### src/rtl/sar_adc_pkg.sv
package sar_adc_pkg;

    typedef enum logic [1:0] {
        ST_IDLE,
        ST_SAMPLE,
        ST_TRIAL,
        ST_SETTLE
    } seq_state_e;

    localparam logic [1:0] ADDR_EN   = 2'd0;
    localparam logic [1:0] ADDR_CTRL = 2'd1;
    localparam logic [1:0] ADDR_HI   = 2'd2;
    localparam logic [1:0] ADDR_LO   = 2'd3;

    localparam int CTRL_DONE  = 7;
    localparam int CTRL_START = 6;
    localparam int CTRL_SHORT = 5;

endpackage

### src/rtl/sar_prescaler.sv
module sar_prescaler #(
    parameter int BASE_LOG2 = 3,
    parameter int SEL_W     = 2
) (
    input  logic             clk,
    input  logic             rst_n,
    input  logic             run,
    input  logic [SEL_W-1:0] sel,
    output logic             tick
);
    localparam int CNT_W = BASE_LOG2 + (1 << SEL_W) - 1;

    logic [CNT_W-1:0] cnt_q;
    logic [CNT_W:0]   pow_w;
    logic [CNT_W-1:0] cnt_lim;

    always_comb begin
        pow_w = '0;
        pow_w[BASE_LOG2 + 32'(sel)] = 1'b1;
        cnt_lim = CNT_W'(pow_w - 1'b1);
    end

    assign tick = run && (cnt_q == cnt_lim);

    always_ff @(posedge clk or negedge rst_n) begin
        if (!rst_n) begin
            cnt_q <= '0;
        end else if (!run || tick) begin
            cnt_q <= '0;
        end else begin
            cnt_q <= cnt_q + 1'b1;
        end
    end

endmodule

### src/rtl/sar_seq.sv
module sar_seq
    import sar_adc_pkg::*;
#(
    parameter int DATA_W       = 10,
    parameter int SHORT_W      = 8,
    parameter int SAMPLE_TICKS = 2,
    parameter int CONV_TICKS   = 20
) (
    input  logic              clk,
    input  logic              rst_n,
    input  logic              launch,
    input  logic              short_mode,
    input  logic              tick,
    input  logic              cmp_in,
    output logic              finish,
    output logic [DATA_W-1:0] code,
    output logic [DATA_W-1:0] dac_code
);
    localparam int TICK_W = $clog2(CONV_TICKS);
    localparam int IDX_W  = $clog2(DATA_W);
    localparam logic [IDX_W-1:0]  MSB_IDX   = IDX_W'(DATA_W - 1);
    localparam logic [IDX_W-1:0]  SHORT_LSB = IDX_W'(DATA_W - SHORT_W);
    localparam logic [TICK_W-1:0] SAMP_LAST = TICK_W'(SAMPLE_TICKS - 1);
    localparam logic [TICK_W-1:0] CONV_LAST = TICK_W'(CONV_TICKS - 1);

    seq_state_e        state_q, state_d;
    logic [TICK_W-1:0] tick_cnt_q;
    logic [IDX_W-1:0]  bit_q;
    logic [DATA_W-1:0] code_q;
    logic [IDX_W-1:0]  lsb_idx;
    logic              samp_done;
    logic              last_trial;
    logic              conv_done;

    assign lsb_idx    = short_mode ? SHORT_LSB : '0;
    assign samp_done  = tick && (tick_cnt_q == SAMP_LAST);
    assign last_trial = tick && (bit_q == lsb_idx);
    assign conv_done  = tick && (tick_cnt_q == CONV_LAST);

    // state register
    always_ff @(posedge clk or negedge rst_n) begin
        if (!rst_n) state_q <= ST_IDLE;
        else        state_q <= state_d;
    end

    // transitions
    always_comb begin
        state_d = state_q;
        unique case (state_q)
            ST_IDLE:   if (launch)     state_d = ST_SAMPLE;
            ST_SAMPLE: if (samp_done)  state_d = ST_TRIAL;
            ST_TRIAL:  if (last_trial) state_d = ST_SETTLE;
            ST_SETTLE: if (conv_done)  state_d = ST_IDLE;
            default:                   state_d = ST_IDLE;
        endcase
    end

    // search datapath
    always_ff @(posedge clk or negedge rst_n) begin
        if (!rst_n) begin
            tick_cnt_q <= '0;
            bit_q      <= MSB_IDX;
            code_q     <= '0;
        end else if (state_q == ST_IDLE) begin
            if (launch) begin
                tick_cnt_q <= '0;
                bit_q      <= MSB_IDX;
                code_q     <= '0;
            end
        end else if (tick) begin
            tick_cnt_q <= tick_cnt_q + 1'b1;
            if (state_q == ST_SAMPLE && samp_done) begin
                code_q[MSB_IDX] <= 1'b1;
            end
            if (state_q == ST_TRIAL) begin
                if (!cmp_in) code_q[bit_q] <= 1'b0;
                if (bit_q != lsb_idx) begin
                    bit_q <= bit_q - 1'b1;
                    code_q[IDX_W'(bit_q - 1'b1)] <= 1'b1;
                end
            end
        end
    end

    // outputs
    always_comb begin
        finish   = (state_q == ST_SETTLE) && conv_done;
        code     = code_q;
        dac_code = (state_q == ST_IDLE) ? '0 : code_q;
    end

endmodule

### src/rtl/sar_regs.sv
module sar_regs
    import sar_adc_pkg::*;
#(
    parameter int DATA_W  = 10,
    parameter int SHORT_W = 8,
    parameter int CH_W    = 2,
    parameter int SEL_W   = 2
) (
    input  logic              clk,
    input  logic              rst_n,
    input  logic [1:0]        bus_addr,
    input  logic              bus_we,
    input  logic [7:0]        bus_wdata,
    output logic [7:0]        bus_rdata,
    input  logic              finish,
    input  logic [DATA_W-1:0] code,
    output logic              launch,
    output logic              busy,
    output logic              done,
    output logic              run_short,
    output logic [CH_W-1:0]   run_chan,
    output logic [SEL_W-1:0]  run_sel,
    output logic [7:0]        res_hi
);
    localparam int N_CH = 1 << CH_W;
    localparam int HI_W = DATA_W - 8;

    logic [N_CH-1:0]  en_q;
    logic             start_q, done_q, short_q;
    logic [CH_W-1:0]  chan_q;
    logic [SEL_W-1:0] sel_q;
    logic             run_ok;
    logic [HI_W-1:0]  hi_q;
    logic [7:0]       lo_q;
    logic             ctrl_wr;

    assign ctrl_wr = bus_we && (bus_addr == ADDR_CTRL);
    assign launch  = ctrl_wr && bus_wdata[CTRL_START] && !start_q;

    always_ff @(posedge clk or negedge rst_n) begin
        if (!rst_n) begin
            en_q      <= '0;
            start_q   <= 1'b0;
            done_q    <= 1'b0;
            short_q   <= 1'b0;
            chan_q    <= '0;
            sel_q     <= '0;
            run_short <= 1'b0;
            run_chan  <= '0;
            run_sel   <= '0;
            run_ok    <= 1'b0;
            hi_q      <= '0;
            lo_q      <= '0;
        end else begin
            if (bus_we && (bus_addr == ADDR_EN)) en_q <= bus_wdata[N_CH-1:0];
            if (ctrl_wr) begin
                short_q <= bus_wdata[CTRL_SHORT];
                chan_q  <= bus_wdata[2 +: CH_W];
                sel_q   <= bus_wdata[SEL_W-1:0];
            end
            if (launch) begin
                start_q   <= 1'b1;
                done_q    <= 1'b0;
                run_short <= bus_wdata[CTRL_SHORT];
                run_chan  <= bus_wdata[2 +: CH_W];
                run_sel   <= bus_wdata[SEL_W-1:0];
                run_ok    <= en_q[bus_wdata[2 +: CH_W]];
            end
            if (finish) begin
                start_q <= 1'b0;
                done_q  <= 1'b1;
                if (run_short) begin
                    lo_q <= run_ok ? code[DATA_W-1 -: SHORT_W] : '0;
                end else begin
                    hi_q <= run_ok ? code[DATA_W-1:8] : '0;
                    lo_q <= run_ok ? code[7:0] : '0;
                end
            end
        end
    end

    always_comb begin
        unique case (bus_addr)
            ADDR_EN:   bus_rdata = {{(8-N_CH){1'b0}}, en_q};
            ADDR_CTRL: bus_rdata = {done_q, start_q, short_q, 1'b0, chan_q, sel_q};
            ADDR_HI:   bus_rdata = {{(8-HI_W){1'b0}}, hi_q};
            default:   bus_rdata = lo_q;
        endcase
    end

    assign busy   = start_q;
    assign done   = done_q;
    assign res_hi = {{(8-HI_W){1'b0}}, hi_q};

endmodule

### src/rtl/sar_adc_ctrl.sv
module sar_adc_ctrl #(
    parameter int DATA_W       = 10,
    parameter int SHORT_W      = 8,
    parameter int CH_W         = 2,
    parameter int SEL_W        = 2,
    parameter int BASE_LOG2    = 3,
    parameter int SAMPLE_TICKS = 2,
    parameter int CONV_TICKS   = 20
) (
    input  logic              clk,
    input  logic              rst_n,
    input  logic [1:0]        bus_addr,
    input  logic              bus_we,
    input  logic [7:0]        bus_wdata,
    output logic [7:0]        bus_rdata,
    output logic [CH_W-1:0]   mux_sel,
    output logic [DATA_W-1:0] dac_code,
    input  logic              cmp_in
);
    logic              launch, busy, done, run_short, tick, finish;
    logic [SEL_W-1:0]  run_sel;
    logic [DATA_W-1:0] code;
    logic [7:0]        res_hi;

    sar_regs #(
        .DATA_W(DATA_W), .SHORT_W(SHORT_W), .CH_W(CH_W), .SEL_W(SEL_W)
    ) u_regs (
        .clk(clk), .rst_n(rst_n),
        .bus_addr(bus_addr), .bus_we(bus_we), .bus_wdata(bus_wdata), .bus_rdata(bus_rdata),
        .finish(finish), .code(code),
        .launch(launch), .busy(busy), .done(done),
        .run_short(run_short), .run_chan(mux_sel), .run_sel(run_sel), .res_hi(res_hi)
    );

    sar_prescaler #(
        .BASE_LOG2(BASE_LOG2), .SEL_W(SEL_W)
    ) u_div (
        .clk(clk), .rst_n(rst_n), .run(busy), .sel(run_sel), .tick(tick)
    );

    sar_seq #(
        .DATA_W(DATA_W), .SHORT_W(SHORT_W),
        .SAMPLE_TICKS(SAMPLE_TICKS), .CONV_TICKS(CONV_TICKS)
    ) u_seq (
        .clk(clk), .rst_n(rst_n), .launch(launch), .short_mode(run_short),
        .tick(tick), .cmp_in(cmp_in), .finish(finish), .code(code), .dac_code(dac_code)
    );

endmodule

### config.mk
export PLATFORM = sky130hd
export DESIGN_NAME = sar_adc_ctrl
export DESIGN_NICKNAME = d
export VERILOG_FILES = /design/src/rtl/sar_adc_pkg.sv /design/src/rtl/sar_prescaler.sv /design/src/rtl/sar_seq.sv /design/src/rtl/sar_regs.sv /design/src/rtl/sar_adc_ctrl.sv
export SDC_FILE = /design/constraint.sdc
export NUM_CORES = 1
export LEC_CHECK = 0
export ABC_AREA = 1
export BUFFER_PORTS_ARGS = -buffer_cell sky130_fd_sc_hd__buf_2
export CORE_MARGIN = 2
export CORE_UTILIZATION = 30
export DETAILED_ROUTE_END_ITERATION = 12
export REMOVE_ABC_BUFFERS = 1
export SLEW_MARGIN = 10
export SYNTH_ARGS = -nofsm -noshare
export SYNTH_HDL_FRONTEND = slang
export SYNTH_SLANG_ARGS = --single-unit
### constraint.sdc
create_clock -name clk -period 2.1 [get_ports clk]
set_input_delay 0.105 -clock clk [delete_from_list [all_inputs] [get_ports clk]]
set_output_delay 0.105 -clock clk [all_outputs]
set_load 0.03 [all_outputs]
* Word level (Yosys, flattened, before mapping)
Cells that the tools add are included.
** Operators by class
- $add $sub $neg :: 5
- $mul :: 0
- Divide/modulo/power cells :: 0
- $lt $le $gt $ge :: 7
- Equality and inequality tests :: 14
- Shift operators :: 0
- Multiplexer cells :: 45
- Bitwise operators :: 4
- Reduce and logical (&&, ||, !) cells :: 26
** Operators with widths (count)
- 2-to-1 mux 10 bit :: 10
- >= comparator 32 x 1 -> 1 bit, second input constant :: 1
- less-than comparator 32 x 4 -> 1 bit, second input constant :: 1
- 2-to-1 mux 8 bit :: 3
- case mux 8 bit (3 select lines) :: 1
- 2-to-1 mux 4 bit :: 5
- 2-to-1 mux 5 bit :: 3
- logical AND 1 bit :: 13
- 2-to-1 mux 2 bit :: 6
- 2-to-1 mux 1 bit :: 11
- AND 10 bit :: 1
- less-than comparator 4 x 5 -> 1 bit, second input constant :: 2
- inverter 10 bit :: 1
- OR 10 bit :: 1
- demux 1 bit (select 4 bit) :: 2
- >= comparator 4 x 1 -> 1 bit, second input constant :: 2
- case mux 2 bit (4 select lines) :: 1
- AND reduction 4 bit :: 2
- nonzero test 2 bit :: 4
- adder 6 x 1 -> 6 bit, second input constant :: 1
- equality test 2 bit, second input constant :: 3
- equality test 6 bit :: 1
- 2-to-1 mux 6 bit :: 1
- inequality test 2 x 1 -> 1 bit, second input constant :: 3
- other kinds (19) :: 22
** Word-level totals
- Register bits after elaboration :: 54
- Bits in latches :: 0
- Memory bits (writable) :: 0
- Bits in read-only memories :: 0
- Input bits :: 14
- Output and inout bits :: 20
- Logic and storage cells :: 119
- Memories kept :: 0

* Longest topological paths before layout
Gate-level depths: netlist of the first run.
- Depth after elaboration :: 23
- Mapped depth :: 15
- Depth with buffers taken out :: 15

* Modules after synthesis
A second synthesis of the first run with hierarchy kept.
** Second synthesis, totals
- Cell total of the unflattened synthesis :: 428
- Area, all modules :: 3248.1 sq um
** By module, submodules not included
- sar_seq :: instances 1, cells an instance 192, area each 1405.1 sq um, seq. area each 528.0 sq um
- sar_regs :: instances 1, cells an instance 167, area each 1346.3 sq um, seq. area each 675.6 sq um
- sar_prescaler :: instances 1, cells an instance 69, area each 496.7 sq um, seq. area each 150.1 sq um

* Worst setup path before layout of the first run
Ideal clock, no wire load.
- Kind :: reg-to-reg
- Start point :: register u_regs.run_sel[0]
- End point :: register u_seq.bit_q[1]
- Library setup time :: 0.118 ns
- Arrival :: 1.721 ns
- Data required time :: 1.982 ns
- Setup slack :: 0.262 ns
- Cell stages (with the launch flop) :: 13
- Path buffers :: 0
- Period minus slack after synthesis :: 1.838 ns
- Cells stage by stage :: dfrtp_1 > inv_1 > ha_1 > nand2_1 > nand3_1 > nand2_1 > nand2_2 > nor3_4 > nand2_2 > nand2_4 > nand2_4 > nand2_1 > o21ai_2
** On the way
- Longest elaborated chain between the ends :: 10
- Elaborated cells on any way between the ends :: 11
- Those cells by class :: add/sub (2); order compare (2); eq/ne (1); mux (2); reduce/logical (4)
** Ends and longest elaborated chain
- from (decl) :: RTL line sar_regs.sv:22 : output logic [SEL_W-1:0] run_sel,
- from (signal assigned) :: RTL line sar_regs.sv:66 : run_sel <= bus_wdata[SEL_W-1:0];
- adder 2 x 2 -> 3 bit (*) :: RTL line sar_prescaler.sv:19 : pow_w[BASE_LOG2 + 32'(sel)] = 1'b1;
- >= comparator 32 x 1 -> 1 bit (not written as such) or less-than comparator 32 x 4 -> 1 bit (tied branches) :: RTL line sar_prescaler.sv:19
- logical AND 1 bit (not written as such) :: RTL line sar_prescaler.sv:19
- 2-to-1 mux 1 bit (not written as such) :: RTL line sar_prescaler.sv:19
- demux 1 bit (select 3 bit) (*)
- subtractor 6 x 1 -> 6 bit (*) :: RTL line sar_prescaler.sv:20 : cnt_lim = CNT_W'(pow_w - 1'b1);
- equality test 6 bit (*) :: RTL line sar_prescaler.sv:23 : assign tick = run && (cnt_q == cnt_lim);
- logical AND 1 bit (*) :: RTL line sar_prescaler.sv:23
- nonzero test 2 bit (no line) (*)
- AND reduction 4 bit (no line) (*)
- to (signal assigned) :: RTL line sar_seq.sv:78 : bit_q <= bit_q - 1'b1;
- to (decl) :: RTL line sar_seq.sv:28 : logic [IDX_W-1:0] bit_q;
Mark *: on every way between the ends. The rest lies on a longest branch, timed or not.
A chain may end at the register's enable or synchronous reset.

* Final worst setup path of the first run
- Start point :: register u_regs.run_sel[0]
- End point :: register u_regs.hi_q[1]
** On the way
- Longest elaborated chain between the ends :: 11
- Elaborated cells on any way between the ends :: 12
- Those cells by class :: add/sub (2); order compare (2); eq/ne (1); mux (2); reduce/logical (5)
** Ends and longest elaborated chain
- adder 2 x 2 -> 3 bit (*) :: RTL line sar_prescaler.sv:19
- >= comparator 32 x 1 -> 1 bit (not written as such) or less-than comparator 32 x 4 -> 1 bit (tied branches) :: RTL line sar_prescaler.sv:19
- logical AND 1 bit (not written as such) :: RTL line sar_prescaler.sv:19
- 2-to-1 mux 1 bit (not written as such) :: RTL line sar_prescaler.sv:19
- demux 1 bit (select 3 bit) (*)
- subtractor 6 x 1 -> 6 bit (*) :: RTL line sar_prescaler.sv:20
- equality test 6 bit (*) :: RTL line sar_prescaler.sv:23
- logical AND 1 bit (*) :: RTL line sar_prescaler.sv:23
- logical AND 1 bit (*) :: RTL line sar_seq.sv:38 : assign conv_done = tick && (tick_cnt_q == CONV_LAST);
- logical AND 1 bit (*) :: RTL line sar_seq.sv:87 : finish = (state_q == ST_SETTLE) && conv_done;
- AND reduction 2 bit (no line) (*)
- to (signal assigned) :: RTL line sar_regs.sv:75 : hi_q <= run_ok ? code[DATA_W-1:8] : '0;
- to (decl) :: RTL line sar_regs.sv:33 : logic [HI_W-1:0] hi_q;
Marks and branches as above.

==> results of run 1 <==
kinds of logic after synthesis:
kind of cell             Yosys count
AO/OA/AOI/OAI                     81
AND/OR/NAND/NOR                  186
multiplexers                       1
XOR/XNOR                           7
buffers and inverters             72
flip-flops                        54
adder cells (fa/ha/maj)           17
cell usage after synthesis (all sizes together):
| cell | number | area [um2] |
|---|---|---|
| nand2 | 101 | 409 |
| xnor2 | 1 | 8.76 |
| nor3b | 2 | 15.0 |
| a21oi | 14 | 70.1 |
| nor2 | 48 | 188 |
| nand3 | 25 | 130 |
| o21ai | 58 | 305 |
| xor2 | 6 | 52.6 |
| dfstp | 2 | 52.6 |
| clkinv | 1 | 5.00 |
| nand4 | 3 | 18.8 |
| a32oi | 2 | 17.5 |
| nor3 | 5 | 36.3 |
| clkbuf | 4 | 15.0 |
| mux2i | 1 | 10.0 |
| a31oi | 2 | 12.5 |
| inv | 65 | 244 |
| o211ai | 2 | 15.0 |
| or2 | 2 | 12.5 |
| buf | 2 | 15.0 |
| ha | 17 | 213 |
| o22ai | 3 | 18.8 |
| dfrtp | 52 | 1300 |
worst register-to-register path, stage by stage (launching register included):
cell,delay [ns]
sky130_fd_sc_hd__dfrtp_1,0.41
sky130_fd_sc_hd__buf_6,0.13
sky130_fd_sc_hd__ha_2,0.18
sky130_fd_sc_hd__inv_1,0.05
sky130_fd_sc_hd__nand2_1,0.06
sky130_fd_sc_hd__nand2_1,0.06
sky130_fd_sc_hd__nand2_1,0.04
sky130_fd_sc_hd__nand2_1,0.06
sky130_fd_sc_hd__nand2_2,0.09
sky130_fd_sc_hd__nor3_4,0.26
sky130_fd_sc_hd__nand3_2,0.18
sky130_fd_sc_hd__inv_6,0.15
sky130_fd_sc_hd__nand2_2,0.08
sky130_fd_sc_hd__nand2_1,0.07
sky130_fd_sc_hd__o21ai_1,0.05
metal layers:
metal	track usage, %	vias to the layer above
li1	-	1417
met4	3.34	0
met2	21.4	54
met3	2.25	9
met5	0	-
met1	18.1	1268
metrics by stage:
stage	utilization [%]	setup slack [ns]	TNS [ns]	total power, mW
2_1_floorplan	-	0.262	0	3.08
3_3_place_gp	34.2	0.165	0	3.58
3_5_place_dp	34.2	0.0981	0	3.63
4_1_cts	35.5	0.0820	0	4.37
5_1_grt	36.4	-0.00985	-0.0135	4.87
6_report	36.4	0.125	0	4.43
cell type report:
cell class	count	area [um2]
repair buffers	41	253
flip-flops and latches	54	1350
multi-input cells	292	1590
inverters	66	253
clock inverters	3	47.5
fillers	1118	6540
clock buffers	5	68.8
well taps	136	170
worst max path at each step:
stage	startpoint	to	slack, ns	cells past startpoint
3_5_place_dp	u_regs.run_sel[1]	u_regs.hi_q[1]	0.1	13
6_report	u_regs.run_sel[0]	u_regs.hi_q[1]	0.12	14
2_1_floorplan	u_regs.run_sel[0]	u_seq.bit_q[1]	0.26	12
4_1_cts	u_regs.run_sel[1]	u_regs.hi_q[1]	0.08	13
5_1_grt	u_regs.run_sel[1]	u_seq.code[1]	-0.01	13
3_3_place_gp	u_regs.run_sel[1]	u_seq.code[3]	0.16	10
placed cells by master, fill, tap and decap left out, types with 2 or more instances in the layout:
cell type,count
sky130_fd_sc_hd__inv_1,62
sky130_fd_sc_hd__nand4_1,3
sky130_fd_sc_hd__buf_4,6
sky130_fd_sc_hd__nor3b_1,2
sky130_fd_sc_hd__inv_2,3
sky130_fd_sc_hd__o21ai_0,44
sky130_fd_sc_hd__dfstp_2,2
sky130_fd_sc_hd__nor3_1,4
sky130_fd_sc_hd__buf_2,31
sky130_fd_sc_hd__nand2_1,94
sky130_fd_sc_hd__a31oi_1,2
sky130_fd_sc_hd__buf_6,2
sky130_fd_sc_hd__inv_6,2
sky130_fd_sc_hd__a32oi_1,2
sky130_fd_sc_hd__ha_2,3
sky130_fd_sc_hd__or2_2,2
sky130_fd_sc_hd__dfrtp_1,52
sky130_fd_sc_hd__o21ai_2,4
sky130_fd_sc_hd__clkbuf_8,5
sky130_fd_sc_hd__nand2_8,3
sky130_fd_sc_hd__ha_1,13
sky130_fd_sc_hd__o21ai_1,10
sky130_fd_sc_hd__nor2_2,2
sky130_fd_sc_hd__nand3_1,23
sky130_fd_sc_hd__nand3_2,2
sky130_fd_sc_hd__xor2_1,6
sky130_fd_sc_hd__o211ai_1,2
sky130_fd_sc_hd__o22ai_1,3
sky130_fd_sc_hd__a21oi_1,14
sky130_fd_sc_hd__nand2_2,4
sky130_fd_sc_hd__nor2_1,45
state kept, by name, summed over array words and instances (netlist names), 2 cells and up:
register,cells
u_seq.bit_q,4
u_regs.sel_q,2
u_seq.tick_cnt_q,5
u_regs.en_q,4
u_regs.hi_q,2
u_seq.code,10
u_regs.run_sel,2
u_regs.chan_q,2
u_regs.run_chan,2
u_div.cnt_q,6
u_seq.state_q,2
u_regs.lo_q,8
power breakdown:
| part | internal, mW | total, mW | switching [mW] |
|---|---|---|---|
| Combinational | 0.709 | 2.13 | 1.42 |
| Clock | 0.362 | 0.718 | 0.356 |
| Sequential | 1.31 | 1.58 | 0.268 |
| Total | 2.38 | 4.42 | 2.04 |
timing repair:
action,CTS,global route
hold buffers,1,0
setup endpoints to repair,0,29
buffers inserted,0,3
hold endpoints to repair,52,0
gates resized for setup,0,19
==> metrics.txt, run 1 <==
# TYPE chip_impl_metric gauge
chip_impl_info{name="status",value="complete, no violations"} 1
chip_impl_metric{name="ff2ff_path_depth",unit=""} 14
chip_impl_metric{name="worstPathRequired",unit="ns"} 2.31
chip_impl_metric{name="tritoncts.num_buffers",unit=""} 5
chip_impl_metric{name="detail_route.drc_violations",unit=""} 0
chip_impl_metric{name="slew_headroom",unit="%"} 69.1
chip_impl_metric{name="power.density",unit="nW/um2"} 1180
chip_impl_metric{name="ioPinCount",unit=""} 34
chip_impl_metric{name="initial_core_util",unit="%"} 30.8
chip_impl_metric{name="number_of_global_route_vias_before_repair",unit=""} 2659
chip_impl_metric{name="skew",unit="ns"} 0.0130
chip_impl_metric{name="hold-worst-slack",unit="ns"} 0.0768
chip_impl_metric{name="synth-seq-cells",unit=""} 54
chip_impl_metric{name="timing.hold.worst_path_depth",unit=""} 3
chip_impl_metric{name="largest_net_degree_at_the_start_of_global_routing",unit=""} 55
chip_impl_info{name="path_cells",value="buf_6, ha_2, inv_1, nand2_1, nand2_1, nand2_1, nand2_1, nand2_2, nor3_4, nand3_2, inv_6, nand2_2, nand2_1, o21ai_1"} 1
chip_impl_metric{name="layout.cell_area.non_filler",unit="um2"} 3740
chip_impl_info{name="critical_path.reg2reg.startpoint",value="u_regs.run_sel[0]"} 1
chip_impl_metric{name="dp_hpwl",unit="um"} 5400
chip_impl_metric{name="detailroute.via_count",unit=""} 2748
chip_impl_metric{name="clkTransAtPathRegs",unit="ns"} 0.11
chip_impl_metric{name="fp-row-count",unit=""} 37
chip_impl_metric{name="ratio_of_routed_vias_to_standard_cells",unit=""} 4.60
chip_impl_metric{name="htree_levels",unit=""} 2
chip_impl_metric{name="antenna_cells",unit=""} 0
chip_impl_metric{name="cp_data_arrival_time",unit="ns"} 2.18
chip_impl_metric{name="finalWorstPathRequiredPeriod",unit="ns"} 1.98
chip_impl_metric{name="met3_length",unit="um"} 261
chip_impl_metric{name="layout-drive-gt1-share",unit="%"} 16.7
chip_impl_metric{name="fp.dieArea",unit="um2"} 11400
chip_impl_metric{name="synth_to_final_area_change",unit="%"} 18.1
chip_impl_metric{name="width_of_the_die",unit="um"} 107
chip_impl_metric{name="die_h",unit="um"} 107
chip_impl_metric{name="r2r_setup_slack",unit="ns"} 0.12
chip_impl_metric{name="antenna_found_initial",unit=""} 0
chip_impl_metric{name="dpl_cell_area",unit="um2"} 3520
chip_impl_metric{name="netlist_area",unit="um2"} 3170
chip_impl_metric{name="synth_compound_gate_area_share",unit="%"} 13.9
chip_impl_metric{name="ir_drop",unit="mV"} 0.403
chip_impl_metric{name="placed_cells",unit=""} 585
chip_impl_metric{name="gp_congestion",unit=""} 0.867
chip_impl_info{name="largest_family_of_logic_cells_by_synthesized_area",value="simple AND/OR/NAND/NOR gates"} 1
chip_impl_metric{name="area_share_of_and_or_nand_nor_cells_after_synthesis",unit="%"} 25.6
chip_impl_metric{name="met1Wirelength",unit="um"} 3420
chip_impl_metric{name="place.port_buffers",unit=""} 31
chip_impl_metric{name="period_utilization",unit="%"} 94.1
chip_impl_info{name="timing.setup.critical_path_class",value="register to register"} 1
chip_impl_metric{name="route.met2.wl",unit="um"} 3330
chip_impl_metric{name="path_buf_inv",unit=""} 3
chip_impl_metric{name="achievable-frequency",unit="MHz"} 506
chip_impl_metric{name="cts_num_sinks",unit=""} 54
chip_impl_info{name="worst_path_max_delay_cell",value="sky130_fd_sc_hd__dfrtp_1"} 1
chip_impl_info{name="worst_hold_startpoint",value="bus_wdata[5]"} 1
chip_impl_info{name="timing.hold.worst_endpoint",value="u_regs.run_short"} 1
chip_impl_metric{name="wirelength",unit="um"} 7100
chip_impl_metric{name="global_route.usage.total",unit="%"} 13.1
chip_impl_metric{name="wire_per_inst",unit="um"} 11.9
chip_impl_metric{name="slew_worst_pin",unit="ns"} 0.460
chip_impl_metric{name="muxShareOfSynthArea",unit="%"} 0.316
chip_impl_info{name="path_delay_family",value="simple AND/OR/NAND/NOR gates"} 1
chip_impl_metric{name="netlist-cell-type-count",unit=""} 31
chip_impl_metric{name="final-setup-viol-count",unit=""} 0
chip_impl_metric{name="detail_route.iter0.violations",unit=""} 156
chip_impl_metric{name="critPathMaxStageDelay",unit="ns"} 0.41
chip_impl_info{name="critPathLaunchType",value="register"} 1
chip_impl_metric{name="ys_seq_area_share",unit="%"} 42.8
chip_impl_metric{name="clock_tree_buf_depth",unit=""} 2
chip_impl_metric{name="yosys.area_share.xor_xnor",unit="%"} 1.94
chip_impl_metric{name="postSynthAreaPerCell",unit="um2"} 7.57
chip_impl_info{name="tritoncts",value="done"} 1
chip_impl_metric{name="grt-ovfl-total",unit=""} 0
chip_impl_metric{name="nets",unit=""} 491
chip_impl_metric{name="adder_cell_share_of_the_synthesized_area",unit="%"} 6.72
chip_impl_metric{name="syn-instance-count",unit=""} 418
chip_impl_metric{name="finalMaxSlewViolations",unit=""} 0
chip_impl_metric{name="yosys_warnings",unit=""} 0
chip_impl_metric{name="max_cap_violations",unit=""} 0
chip_impl_metric{name="latest_clock_arrival_within_the_worst_skew_pair",unit="ns"} 0.31
chip_impl_metric{name="grt_pass1_wl",unit="um"} 12300
chip_impl_metric{name="final_hold_viol_count",unit=""} 0
chip_impl_metric{name="cellLeakagePower",unit="nW"} 1.81
chip_impl_metric{name="drt_pass1_iterations",unit=""} 4
chip_impl_info{name="critical_path.endpoint_type",value="register"} 1
chip_impl_metric{name="coreArea",unit="um2"} 10300
chip_impl_metric{name="critical_path_peak_fanout",unit=""} 17
chip_impl_info{name="hp-class",value="primary input to register"} 1
chip_impl_info{name="clk_root_buffer_cell",value="sky130_fd_sc_hd__clkbuf_8"} 1
chip_impl_metric{name="non_filler_cells_in_the_finished_layout",unit=""} 597
chip_impl_info{name="worst_r2r_endpoint",value="u_regs.hi_q[1]"} 1
chip_impl_info{name="dr.max_layer_used",value="met4"} 1
chip_impl_metric{name="route.antenna.remaining_nets",unit=""} 0
chip_impl_info{name="timing.critical_path.mode_cell",value="sky130_fd_sc_hd__nand2_1"} 1
No activity file was read; power rests on OpenSTA's default activity.
==> run 2, diff against run 1 <==
Settings changed: CORE_ASPECT_RATIO set to 1.2.
==> run 2 against run 1 <==
  * Critical path depth is 2 lower
  * Global-route usage shrank 0.087 points
  * Die area about the same
  * Final area increased by 3.7%
  * Clock skew shrank 0.0070 ns
  * Utilization grew 0.86 points
  * Setup slack worse by 0.057 ns
==> metrics.txt, run 2 (synthesis gave the netlist of run 1 again) <==
# TYPE chip_impl_metric gauge
chip_impl_metric{name="die_h",unit="um"} 117
chip_impl_metric{name="clkTransAtPathRegs",unit="ns"} 0.07
chip_impl_info{name="timing.hold.worst_endpoint",value="u_regs.run_short"} 1
chip_impl_metric{name="layout.cell_area.non_filler",unit="um2"} 3880
chip_impl_metric{name="cts_num_sinks",unit=""} 54
chip_impl_metric{name="achievable-frequency",unit="MHz"} 492
chip_impl_metric{name="timing.hold.worst_path_depth",unit=""} 3
chip_impl_metric{name="slew_headroom",unit="%"} 68.6
chip_impl_metric{name="dpl_cell_area",unit="um2"} 3510
chip_impl_metric{name="largest_net_degree_at_the_start_of_global_routing",unit=""} 25
chip_impl_metric{name="wirelength",unit="um"} 7610
chip_impl_metric{name="detail_route.drc_violations",unit=""} 0
chip_impl_metric{name="global_route.usage.total",unit="%"} 13.0
chip_impl_metric{name="place.port_buffers",unit=""} 31
chip_impl_metric{name="tritoncts.num_buffers",unit=""} 5
chip_impl_metric{name="antenna_found_initial",unit=""} 0
chip_impl_info{name="hp-class",value="primary input to register"} 1
chip_impl_metric{name="finalMaxSlewViolations",unit=""} 0
chip_impl_metric{name="max_cap_violations",unit=""} 0
chip_impl_metric{name="gp_congestion",unit=""} 0.840
chip_impl_metric{name="detailroute.via_count",unit=""} 2779
chip_impl_metric{name="drt_pass1_iterations",unit=""} 4
chip_impl_metric{name="r2r_setup_slack",unit="ns"} 0.07
chip_impl_metric{name="power.density",unit="nW/um2"} 1250
chip_impl_metric{name="placed_cells",unit=""} 580
chip_impl_metric{name="flip_flop_count_of_the_largest_register_all_copies_and_words_added",unit=""} 10
chip_impl_metric{name="ir_drop",unit="mV"} 0.491
chip_impl_metric{name="worstPathRequired",unit="ns"} 2.29
chip_impl_info{name="layout.cells.most_common",value="sky130_fd_sc_hd__nand2_1"} 1
chip_impl_metric{name="ff2ff_path_depth",unit=""} 12
chip_impl_metric{name="layout-drive-gt1-share",unit="%"} 20.3
chip_impl_metric{name="dp_hpwl",unit="um"} 5640
chip_impl_metric{name="cp_data_arrival_time",unit="ns"} 2.23
chip_impl_info{name="clk_root_buffer_cell",value="sky130_fd_sc_hd__clkbuf_16"} 1
chip_impl_info{name="status",value="complete, no violations"} 1
chip_impl_metric{name="nFillCells",unit=""} 1093
chip_impl_metric{name="non_filler_cells_in_the_finished_layout",unit=""} 592
chip_impl_metric{name="number_of_global_route_vias_before_repair",unit=""} 2586
chip_impl_info{name="critical_path.endpoint_type",value="register"} 1
chip_impl_metric{name="antenna_cells",unit=""} 0
chip_impl_info{name="worst_r2r_endpoint",value="u_seq.bit_q[2]"} 1
chip_impl_metric{name="final_critical_path_setup_slack",unit="ns"} 0.0677
chip_impl_info{name="critical_path.reg2reg.startpoint",value="u_regs.run_sel[1]"} 1
chip_impl_info{name="rsz_0062_raised_after_global_routing",value="yes"} 1
chip_impl_metric{name="pre_cts_ws",unit="ns"} 0.101
chip_impl_metric{name="route.antenna.remaining_nets",unit=""} 0
chip_impl_metric{name="finalWorstPathRequiredPeriod",unit="ns"} 2.03
chip_impl_metric{name="slew_worst_pin",unit="ns"} 0.467
chip_impl_metric{name="cellLeakagePower",unit="nW"} 1.86
chip_impl_metric{name="detail_route.iter0.violations",unit=""} 148
chip_impl_metric{name="final-setup-viol-count",unit=""} 0
chip_impl_metric{name="wire_per_inst",unit="um"} 12.8
chip_impl_info{name="timing.setup.critical_path_class",value="register to register"} 1
chip_impl_info{name="tritoncts",value="done"} 1
chip_impl_metric{name="skew",unit="ns"} 0.00606
chip_impl_metric{name="fp-row-count",unit=""} 41
chip_impl_metric{name="final_hold_viol_count",unit=""} 0
chip_impl_metric{name="clock_tree_buf_depth",unit=""} 2
chip_impl_metric{name="period_utilization",unit="%"} 96.8
chip_impl_metric{name="htree_levels",unit=""} 2
chip_impl_metric{name="synth_to_final_area_change",unit="%"} 22.5
chip_impl_metric{name="initial_core_util",unit="%"} 30.4
chip_impl_info{name="worst_hold_startpoint",value="bus_wdata[5]"} 1
chip_impl_metric{name="coreArea",unit="um2"} 10400
chip_impl_metric{name="width_of_the_die",unit="um"} 97.8
chip_impl_metric{name="nets",unit=""} 493
chip_impl_info{name="critPathLaunchType",value="register"} 1
chip_impl_metric{name="ratio_of_routed_vias_to_standard_cells",unit=""} 4.69
chip_impl_metric{name="fp.dieArea",unit="um2"} 11400
chip_impl_info{name="commonest_non_fill_non_tap_cells_in_the_layout",value="sky130_fd_sc_hd__nand2_1, sky130_fd_sc_hd__inv_1, sky130_fd_sc_hd__dfrtp_1"} 1
chip_impl_metric{name="grt_pass1_wl",unit="um"} 11900
chip_impl_metric{name="critical_path_peak_fanout",unit=""} 8
chip_impl_metric{name="grt-ovfl-total",unit=""} 0
chip_impl_metric{name="latest_clock_arrival_within_the_worst_skew_pair",unit="ns"} 0.30
chip_impl_metric{name="ioPinCount",unit=""} 34
-- run 2: changes by cell type in the layout (fill, tap and decap cells not counted), moves of 3 or more --
cell / before / now
sky130_fd_sc_hd__ha_2: 3 / 0
sky130_fd_sc_hd__nand2_1: 94 / 84
sky130_fd_sc_hd__nand2_2: 4 / 12
sky130_fd_sc_hd__clkbuf_16: 0 / 5
sky130_fd_sc_hd__nand2_4: 0 / 3
sky130_fd_sc_hd__o21ai_0: 44 / 39
sky130_fd_sc_hd__ha_4: 1 / 4
sky130_fd_sc_hd__clkbuf_8: 5 / 0
sky130_fd_sc_hd__o21ai_2: 4 / 8
-- run 2: area by class of cell --
cell class	count	area (um2)	share of cell area, %
Tap cell	129	161	4.16
Clock inverter	3	47.5	1.23
Inverter	66	253	6.52
Multi-Input combinational cell	293	1690	43.5
Clock buffer	5	125	3.23
Timing Repair Buffer	42	248	6.39
Sequential cell	54	1350	34.9
-- run 2: worst max-delay path by stage --
stage / start / endpoint / slack, ns
3_5_place_dp: u_regs.run_sel[1] / u_regs.hi_q[1] / 0.10
3_3_place_gp: u_regs.run_sel[0] / u_regs.hi_q[0] / 0.17
2_1_floorplan: u_regs.run_sel[0] / u_seq.bit_q[1] / 0.26
5_1_grt: u_regs.run_sel[1] / u_seq.code[9] / -0.05
4_1_cts: u_regs.run_sel[1] / u_regs.hi_q[0] / 0.08
6_report: u_regs.run_sel[1] / u_seq.bit_q[2] / 0.07
-- run 2: critical path, cell delays in order, from the launching register on --
cell                      delay (ns)
sky130_fd_sc_hd__dfrtp_1        0.43
sky130_fd_sc_hd__inv_2          0.15
sky130_fd_sc_hd__ha_4           0.22
sky130_fd_sc_hd__nand2_1        0.11
sky130_fd_sc_hd__nand3_2        0.09
sky130_fd_sc_hd__nand2_2        0.09
sky130_fd_sc_hd__nand2_4        0.06
sky130_fd_sc_hd__nor3_4         0.24
sky130_fd_sc_hd__nand2_2        0.15
sky130_fd_sc_hd__nand2_8        0.16
sky130_fd_sc_hd__nand2_8        0.09
sky130_fd_sc_hd__nand2_2        0.07
sky130_fd_sc_hd__o21ai_2        0.05
-- run 2: through the flow --
step	hold WS (ns)	util, %	setup TNS, ns	total power [mW]
after global routing	0.101	37.2	-0.556	5.19
after global placement	0.0372	33.7	0	3.58
after floorplan	-0.191	-	0	3.08
after detailed placement	0.0387	33.7	0	3.64
final	0.0843	37.2	0	4.83
after CTS	0.0866	35.5	0	4.62
-- run 2: timing repair --
item	4_1_cts	5_1_grt
setup buffers	0	2
endpoints found under the hold margin	13	0
hold buffers	1	0
endpoints found under the setup margin	0	28
gates resized for setup	0	45
-- run 2: where the power goes --
part | internal (mW) | switching, mW | total [mW] | leakage [nW]
combinational | 0.764 | 1.50 | 2.27 | 1.09
clock | 0.570 | 0.400 | 0.970 | 0.0844
sequential | 1.31 | 0.281 | 1.59 | 0.687
-- run 2: routing by layer --
| metal | GRT usage [%] | part of all wire, % | up-vias |
|---|---|---|---|
| li1 | - | - | 1433 |
| met1 | 15.9 | 46 | 1294 |
| met2 | 22.9 | 50 | 47 |
| met3 | 3.17 | 3.5 | 5 |
| met4 | 4.17 | 1.0 | 0 |
| met5 | 0 | 0 | - |
